[src/rtl/fetch_trap_pkg.sv]
package fetch_trap_pkg;
  localparam logic [7:0] KEY_COMMIT  = 8'hD2;
  localparam logic [7:0] KEY_WDT_CLR = 8'h4E;
  localparam logic [7:0] KEY_WDT_DIS = 8'hB1;
  localparam int CFG_RAM_BIT = 7;
  localparam int CFG_ACT_BIT = 6;
  localparam int NUM_WIN = 3;
  localparam int WIN_SFR = 0;
  localparam int WIN_DBG = 1;
  localparam int WIN_RAM = 2;

  typedef enum logic {ACT_IRQ = 1'b0, ACT_RST = 1'b1} trap_act_e;
endpackage

[src/rtl/ftc_region_match.sv]
module ftc_region_match #(
  parameter int ADDR_W = 16,
  parameter logic [ADDR_W-1:0] BASE  = '0,
  parameter logic [ADDR_W-1:0] LIMIT = '1
) (
  input  logic [ADDR_W-1:0] addr_i,
  output logic              hit_o
);
  // a zero base needs no lower compare
  if (BASE == '0) begin : g_zero_base
    assign hit_o = (addr_i <= LIMIT);
  end else begin : g_range
    assign hit_o = (addr_i >= BASE) && (addr_i <= LIMIT);
  end
endmodule

[src/rtl/ftc_key_dec.sv]
module ftc_key_dec
  import fetch_trap_pkg::*;
(
  input  logic       clk_i,
  input  logic       rst_ni,
  input  logic       cmd_we_i,
  input  logic [7:0] wdata_i,
  output logic       commit_o,
  output logic       wdt_clr_o,
  output logic       wdt_dis_o
);
  logic clr_q, dis_q;

  assign commit_o = cmd_we_i && (wdata_i == KEY_COMMIT);

  always_ff @(posedge clk_i or negedge rst_ni) begin
    if (!rst_ni) begin
      clr_q <= 1'b0;
      dis_q <= 1'b0;
    end else begin
      clr_q <= cmd_we_i && (wdata_i == KEY_WDT_CLR);
      dis_q <= cmd_we_i && (wdata_i == KEY_WDT_DIS);
    end
  end

  assign wdt_clr_o = clr_q;
  assign wdt_dis_o = dis_q;

  a_r6_clr_single: assert property (@(posedge clk_i) disable iff (!rst_ni)
    wdt_clr_o |=> !wdt_clr_o || $past(cmd_we_i));
  a_r7_strobe_excl: assert property (@(posedge clk_i) disable iff (!rst_ni)
    $onehot0({wdt_clr_o, wdt_dis_o}));
endmodule

[src/rtl/ftc_cfg_regs.sv]
module ftc_cfg_regs
  import fetch_trap_pkg::*;
(
  input  logic      clk_i,
  input  logic      rst_ni,
  input  logic      cfg_we_i,
  input  logic      ram_bit_i,
  input  logic      act_bit_i,
  input  logic      commit_i,
  output logic      ram_en_o,
  output trap_act_e act_o
);
  logic      stage_q, ram_en_q;
  trap_act_e act_q;

  always_ff @(posedge clk_i or negedge rst_ni) begin
    if (!rst_ni) begin
      stage_q  <= 1'b1;
      ram_en_q <= 1'b1;
      act_q    <= ACT_IRQ;
    end else begin
      if (cfg_we_i) begin
        stage_q <= ram_bit_i;
        act_q   <= trap_act_e'(act_bit_i);
      end
      // commit takes the value staged before this edge
      if (commit_i) ram_en_q <= stage_q;
    end
  end

  assign ram_en_o = ram_en_q;
  assign act_o    = act_q;

  a_r4_hold_without_key: assert property (@(posedge clk_i) disable iff (!rst_ni)
    !commit_i |=> $stable(ram_en_o));
  a_r5_act_hold: assert property (@(posedge clk_i) disable iff (!rst_ni)
    !cfg_we_i |=> $stable(act_o));
endmodule

[src/rtl/fetch_trap_ctrl.sv]
module fetch_trap_ctrl
  import fetch_trap_pkg::*;
#(
  parameter int ADDR_W = 16,
  parameter logic [ADDR_W-1:0] SFR_BASE  = 16'h0000,
  parameter logic [ADDR_W-1:0] SFR_LIMIT = 16'h003F,
  parameter logic [ADDR_W-1:0] DBG_BASE  = 16'h0F80,
  parameter logic [ADDR_W-1:0] DBG_LIMIT = 16'h0FFF,
  parameter logic [ADDR_W-1:0] RAM_BASE  = 16'h0040,
  parameter logic [ADDR_W-1:0] RAM_LIMIT = 16'h083F
) (
  input  logic              clk_i,
  input  logic              rst_ni,
  input  logic              fetch_valid_i,
  input  logic [ADDR_W-1:0] fetch_addr_i,
  input  logic              cfg_we_i,
  input  logic              cmd_we_i,
  input  logic [7:0]        wdata_i,
  output logic              irq_trap_o,
  output logic              rst_req_o,
  output logic              wdt_clr_o,
  output logic              wdt_dis_o
);
  localparam logic [ADDR_W-1:0] WIN_BASE  [NUM_WIN] = '{SFR_BASE, DBG_BASE, RAM_BASE};
  localparam logic [ADDR_W-1:0] WIN_LIMIT [NUM_WIN] = '{SFR_LIMIT, DBG_LIMIT, RAM_LIMIT};

  logic [NUM_WIN-1:0] win_hit;
  logic               commit, ram_en, trap;
  trap_act_e          act;
  logic               irq_q, rst_q;

  for (genvar w = 0; w < NUM_WIN; w++) begin : g_win
    ftc_region_match #(
      .ADDR_W(ADDR_W), .BASE(WIN_BASE[w]), .LIMIT(WIN_LIMIT[w])
    ) u_match (
      .addr_i(fetch_addr_i),
      .hit_o (win_hit[w])
    );
  end

  ftc_key_dec u_key (
    .clk_i    (clk_i),
    .rst_ni   (rst_ni),
    .cmd_we_i (cmd_we_i),
    .wdata_i  (wdata_i),
    .commit_o (commit),
    .wdt_clr_o(wdt_clr_o),
    .wdt_dis_o(wdt_dis_o)
  );

  ftc_cfg_regs u_cfg (
    .clk_i    (clk_i),
    .rst_ni   (rst_ni),
    .cfg_we_i (cfg_we_i),
    .ram_bit_i(wdata_i[CFG_RAM_BIT]),
    .act_bit_i(wdata_i[CFG_ACT_BIT]),
    .commit_i (commit),
    .ram_en_o (ram_en),
    .act_o    (act)
  );

  // special-function and debug windows trap unconditionally
  assign trap = fetch_valid_i &&
                (win_hit[WIN_SFR] || win_hit[WIN_DBG] || (win_hit[WIN_RAM] && ram_en));

  always_ff @(posedge clk_i or negedge rst_ni) begin
    if (!rst_ni) begin
      irq_q <= 1'b0;
      rst_q <= 1'b0;
    end else begin
      irq_q <= trap && (act == ACT_IRQ);
      rst_q <= trap && (act == ACT_RST);
    end
  end

  assign irq_trap_o = irq_q;
  assign rst_req_o  = rst_q;

  a_r2_sfr_always: assert property (@(posedge clk_i) disable iff (!rst_ni)
    (fetch_valid_i && win_hit[WIN_SFR]) |=> (irq_trap_o || rst_req_o));
  a_r3_dbg_always: assert property (@(posedge clk_i) disable iff (!rst_ni)
    (fetch_valid_i && win_hit[WIN_DBG]) |=> (irq_trap_o || rst_req_o));
  a_r5_one_action: assert property (@(posedge clk_i) disable iff (!rst_ni)
    !(irq_trap_o && rst_req_o));
  a_r9_no_fetch: assert property (@(posedge clk_i) disable iff (!rst_ni)
    !fetch_valid_i |=> !(irq_trap_o || rst_req_o));
  a_r6_clr_key: assert property (@(posedge clk_i) disable iff (!rst_ni)
    (cmd_we_i && wdata_i == KEY_WDT_CLR) |=> (wdt_clr_o && !wdt_dis_o));
  a_r7_dis_key: assert property (@(posedge clk_i) disable iff (!rst_ni)
    (cmd_we_i && wdata_i == KEY_WDT_DIS) |=> (wdt_dis_o && !wdt_clr_o));
  a_r8_bad_key: assert property (@(posedge clk_i) disable iff (!rst_ni)
    (cmd_we_i && wdata_i != KEY_WDT_CLR && wdata_i != KEY_WDT_DIS)
      |=> !(wdt_clr_o || wdt_dis_o));
endmodule

[config.mk]
export PLATFORM = sky130hd
export DESIGN_NAME = fetch_trap_ctrl
export DESIGN_NICKNAME = d
export VERILOG_FILES = /design/src/rtl/fetch_trap_pkg.sv /design/src/rtl/ftc_region_match.sv /design/src/rtl/ftc_key_dec.sv /design/src/rtl/ftc_cfg_regs.sv /design/src/rtl/fetch_trap_ctrl.sv
export SDC_FILE = /design/constraint.sdc
export NUM_CORES = 1
export LEC_CHECK = 0
export CAP_MARGIN = 20
export CORE_AREA = 3 3 40 42
export DETAILED_ROUTE_END_ITERATION = 10
export DIE_AREA = 0 0 43 45
export DONT_BUFFER_PORTS = 1
export GPL_ROUTABILITY_DRIVEN = 0
export SYNTH_ARGS = -nofsm -noshare
export SYNTH_HDL_FRONTEND = slang
export SYNTH_HIERARCHICAL = 1
export SYNTH_SLANG_ARGS = --single-unit
[constraint.sdc]
create_clock -name clk_i -period 0.8 [get_ports clk_i]
set_input_delay 0.24 -clock clk_i [delete_from_list [all_inputs] [get_ports clk_i]]
set_output_delay 0.24 -clock clk_i [all_outputs]
set_load 0.03 [all_outputs]
==> qor.txt, run 1 <==
status: finished, violations left
failing checks: setup timing
CTS HTree Levels: 1
via count: 319
PortBufs: 0
Placeable Area: 1280 µm²
syn avg cell area: 12.6 µm²
placed wire-length estimate: 820 µm
Fin Clk Skew: 0.00261 ns
die footprint: 1940 µm²
Peak VDD IR: 0.849 mV
register area: 179 µm²
Crit Path Max Fanout: 3
# DRC: 0
Pre-Repair DR Iteration Count: 3
CTS tree: yes
first-pass GRT wire length: 1550 µm
Final Non-Filler Cells: 51
row count: 13
Hold Path Class: input port to register
Overflow after GRT: 0
final setup vio count: 7
Worst Max-Slew Pin Slew: 0.327 ns
Hold WS: 0.0599 ns
antenna violations before repair: 0
Slowest-stage cell, CP: or4_4
Synth Instances: 31
Post-DP Area: 415 µm²
setup_tns: -1.73 ns
Final Critical Period: 1.28 ns
CP Launch Type: input port
Final Max Slew Viols: 0
multi-input logic area: 250 µm²
Worst Path Arrival: 1.42 ns
maximum clock frequency: 782 MHz
Slew HR: 78.1%
via/cell ratio: 6.25
Die Ht: 45 µm
CP peak stage delay: 0.54 ns
initial detailed-routing violation count: 1
Yosys Warn Count: 6
CTS Sinks: 7
Ports: 33
crit path kind: input port to register
CTS max path bufs: 2
sum of buffers and inverters on the critical path: 0
PD cells: 1560 nW/µm²
n_diodes: 0
maxcap violations: 0
design area: 484 µm²
largest net degree at the start of global routing: 8
crit end category: register
initial core utilization: 30.5%
cells along the critical path: or4_4 > nor3_4 > nor3b_2 > a211o_1 > and3_1
vias in the first global route: 378
layout cells sized above 1: 44.4%
RSZ-0062 raised after global routing: yes
WL per Instance: 19.5 µm
Hold Fails Final Rpt: 0
FILL cells: 127
cts bufs inserted: 3
Clock transition at path regs: 0.05 ns
Area Overhead vs Synth: 23.6%
count of cell types in the netlist: 18
Seq/Total Area, Yosys: 45.4%
syn nets: 60
Inst Count DP: 46
Die Width: 43 µm
area of the mapped netlist: 392 µm²
PnR Total Power: 756 µW
Required @ worst endpoint: 0.94 ns
Setup WS post-layout: -0.478 ns
Final Routed Wirelength: 995 µm
antenna-violating nets left: 0
clk root buf: clkbuf_4
cell family with most CP delay: simple AND/OR/NAND/NOR gates
clock latency on the worst-skew pair: 0.25 ns
gr usage total: 11.7%
synthesized flop and latch total: 7
crit share post-route: 160%
nets: 66
Leak: 0.174 nW
-- cells by family (layout without fill, tap and decap cells) --
kind of cell / Yosys count / in the layout / share of synthesized area, %
and+or+nand+nor: 19 / 19 / 42.5
DFF: 7 / 7 / 45.4
muxes: 3 / 3 / 8.63
AOI/OAI and AO/OA: 2 / 2 / 3.51
buffers and inverters: 0 / 5 / 0
-- cell type report --
| type | instances | share of cell area, % |
|---|---|---|
| multi-input combinational | 24 | 51.7 |
| sequential | 7 | 37.0 |
| clock buffer | 4 | 5.43 |
| tap | 15 | 3.88 |
| timing repair buffer | 1 | 2.07 |
-- layer usage --
layer	GRT usage [%]	part of all wire [%]
met5	0	0
met3	8.76	12
met4	3.61	0
met1	9.09	27
met2	22.5	61
-- layout by cell type, fill, tap and decap left out, drive strengths merged --
cell	count
a211o	1
and3	1
and3b	1
clkbuf	4
dfrtp	5
dfstp	2
dlygate4sd3	1
mux2	3
nand3	1
nand4	1
nand4b	1
nand4bb	2
nor3	2
nor3b	1
nor4	4
o21ai	1
or3b	1
or4	4
-- what timing repair did --
item / 4_1_cts / 5_1_grt
pin swaps: 0 / 1
setup endpoints to repair: 7 / 7
gates resized for setup: 2 / 2
gates cloned: 0 / 0
buffers inserted: 0 / 0
hold buffers: 1 / 0
hold endpoints to repair: 7 / 0
-- cell usage after synthesis (all sizes together) --
cell type  number  area share [%]
or3b            1             2.2
dfrtp           5              32
nor3            2             2.6
dfstp           2              13
nor3b           1             3.2
or4             4             8.6
nand4bb         2             5.8
nor4            4              11
nand3           1             1.3
and3            1             1.6
nand4           1             1.6
mux2            3             8.6
and3b           1             2.2
a211o           1             2.2
o21ai           1             1.3
nand4b          1             2.2
-- report_power, final --
group	leakage (nW)	internal, mW	switching, mW	total, mW
Sequential	0.0868	0.373	0.00744	0.381
Clock	0.0150	0.190	0.128	0.318
Combinational	0.0727	0.0369	0.0200	0.0569
-- registers in the layout, indices dropped and copies added, names as in the netlist --
name	count
rst_req_o	1
u_key/wdt_dis_o	1
irq_trap_o	1
u_cfg/act_o	1
u_cfg/ram_en_o	1
u_cfg/stage_q	1
u_key/wdt_clr_o	1
-- final timing paths --
check,cells after the start,endpoint,slack (ns),from
max,5,rst_req_o,-0.48,fetch_addr_i[8]
min,1,u_key/wdt_dis_o,0.06,wdata_i[3]
max reg2reg,2,rst_req_o,-0.14,u_cfg/ram_en_o
min reg2reg,1,u_cfg/act_o,0.52,u_cfg/act_o
max in group asynchronous,1,u_cfg/stage_q,0.19,rst_ni
min in group asynchronous,1,irq_trap_o,0.32,rst_ni
-- stage by stage --
step,util (%),setup slack [ns]
final,37.7,-0.478
after global routing,37.7,-0.512
after CTS,36.5,-0.498
after detailed placement,32.3,-0.767
after global placement,32.3,-0.742
after floorplan,-,-0.720
Note: power is estimated with default switching activity, not from simulation.
==> run 2: changes to the inputs <==
- SKIP_CTS_REPAIR_TIMING: not set -> 1
==> run 2 against run 1 <==
The flow still finishes with violations (setup timing). Largest power group unchanged. Combinational power about the same. Wire length decreased by 0.20%. Via count unchanged. Clock power barely moved. Clock skew about the same. Count of clock-buffer cells in the layout unchanged. Non-clock buffer count stayed put. Sequential cell count is the same. Die area unchanged. Fmax hardly changed. Critical path type unchanged. Global-route usage shrank 0.18 points. Power about the same.
==> qor.txt, run 2 (synthesis results as in run 1) <==
Die Width: 43 µm (unchanged)
Final Max Slew Viols: 0 (unchanged)
Required @ worst endpoint: 0.94 ns (about the same)
via/cell ratio: 6.25 (unchanged)
crit path kind: input port to register (unchanged)
initial detailed-routing violation count: 1 (unchanged)
Final Critical Period: 1.28 ns (about the same)
PD cells: 1560 nW/µm² (about the same)
row count: 13 (unchanged)
cts bufs inserted: 3 (unchanged)
die footprint: 1940 µm² (unchanged)
clock latency on the worst-skew pair: 0.25 ns (about the same)
initial core utilization: 30.5% (unchanged)
CP Launch Type: input port (unchanged)
Die Ht: 45 µm (unchanged)
Switch Pwr: 156 µW (about the same)
most frequent cells in the layout: 4 x dfrtp_1, 3 x clkbuf_4, 3 x or4_1, 3 x mux2_2 (unchanged)
crit end category: register (unchanged)
via count: 319 (unchanged)
antenna-violating nets left: 0 (unchanged)
Hold Fails Final Rpt: 0 (unchanged)
Area Overhead vs Synth: 23.6% (unchanged)
maximum clock frequency: 783 MHz (was 782 MHz)
n_diodes: 0 (unchanged)
Pre-Repair DR Iteration Count: 3 (unchanged)
worst reg-to-reg setup slack: -0.14 ns (about the same)
failing checks: setup timing (unchanged)
utilization after layout: 37.7% (unchanged)
Placeable Area: 1280 µm² (unchanged)
CTS tree: yes (unchanged)
antenna violations before repair: 0 (unchanged)
Ports: 33 (unchanged)
cell family with most CP delay: simple AND/OR/NAND/NOR gates (unchanged)
Leak: 0.174 nW (unchanged)
Final Non-Filler Cells: 51 (unchanged)
commonest non-fill, non-tap cell in the layout: dfrtp_1 (unchanged)
CTS HTree Levels: 1 (unchanged)
Inst Count DP: 46 (unchanged)
Place WS: -0.767 ns (unchanged)
# DRC: 0 (unchanged)
P_int: 601 µW (about the same)
Hold WS: 0.0598 ns (was 0.0599 ns)
layout cells sized above 1: 44.4% (unchanged)
gr usage total: 11.6% (was 11.7%)
nets: 66 (unchanged)
clock share of power: 42.1% (about the same)
Slowest-stage cell, CP: or4_4 (unchanged)
sum of buffers and inverters on the critical path: 0 (unchanged)
Worst Max-Slew Pin Slew: 0.328 ns (was 0.327 ns)
Clock transition at path regs: 0.05 ns (about the same)
clk root buf: clkbuf_4 (unchanged)
Setup WS post-layout: -0.478 ns (about the same)
Fin Clk Skew: 0.00261 ns (about the same)
crit share post-route: 160% (about the same)
placed wire-length estimate: 820 µm (unchanged)
maxcap violations: 0 (unchanged)
Hold Path Class: input port to register (unchanged)
CP peak stage delay: 0.54 ns (about the same)
RSZ-0062 raised after global routing: yes (unchanged)
CTS Sinks: 7 (unchanged)
Switching Share: 20.6% (about the same)
largest net degree at the start of global routing: 8 (unchanged)
CTS max path bufs: 2 (unchanged)
PnR Total Power: 756 µW (about the same)
Crit Path Max Fanout: 3 (unchanged)
Peak VDD IR: 0.850 mV (was 0.849 mV)
first-pass GRT wire length: 1540 µm (was 1550 µm)
status: finished, violations left (unchanged)
Overflow after GRT: 0 (unchanged)
vias in the first global route: 370 (was 378)
Seq pwr share: 50.4% (about the same)
Worst Path Arrival: 1.42 ns (about the same)
final setup vio count: 7 (unchanged)
PortBufs: 0 (unchanged)
Final Routed Wirelength: 993 µm (was 995 µm)
Slew HR: 78.1% (about the same)
cells along the critical path: or4_4 > nor3_4 > nor3b_2 > a211o_1 > and3_1 (unchanged)
WL per Instance: 19.5 µm (about the same)
combinational share of power: 7.5% (about the same)
-- run 2: cell counts in the layout (fill, tap and decap cells not counted) --
No cell type changed its count.
-- run 2: worst paths after layout --
check,endpoint,depth (start not counted),startpoint
min reg2reg,u_cfg/act_o,1,u_cfg/act_o
max reg2reg,rst_req_o,2,u_cfg/ram_en_o
min,u_key/wdt_dis_o,1,wdata_i[3]
max,rst_req_o,5,fetch_addr_i[8]
max in group asynchronous,u_cfg/stage_q,1,rst_ni
min in group asynchronous,irq_trap_o,1,rst_ni
-- run 2: layer usage --
layer | routed length [µm] | part of all wire, % | track usage, %
met5 | 0 | 0 | 0
met4 | 0 | 0 | 3.61
met3 | 115 | 12 | 8.76
met2 | 609 | 61 | 22.5
met1 | 268 | 27 | 8.58
-- run 2: layout make-up --
| type | instances | area, µm² |
|---|---|---|
| flip-flops and latches | 7 | 179 |
| repair buffers | 1 | 10.0 |
| multi-input cells | 24 | 250 |
| clock buffers | 4 | 26.3 |
| well taps | 15 | 18.8 |
| fillers | 127 | 801 |
-- run 2: power by group through the flow --
stage	Sequential (mW)	Clock [mW]	Combinational [mW]
6_report	0.381	0.318	0.0570
5_1_grt	0.383	0.375	0.0612
3_5_place_dp	0.387	0	0.0405
4_1_cts	0.381	0.337	0.0405
2_1_floorplan	0.384	0	0.0371
3_3_place_gp	0.386	0	0.0381
-- run 2: metrics by stage --
step | setup TNS [ns] | instance area, µm²
detailed placement | -1.87 | 415
CTS | -1.88 | 442
global route | -1.98 | 484
finish | -1.73 | 484
floorplan | -1.72 | 397
global placement | -1.80 | 415
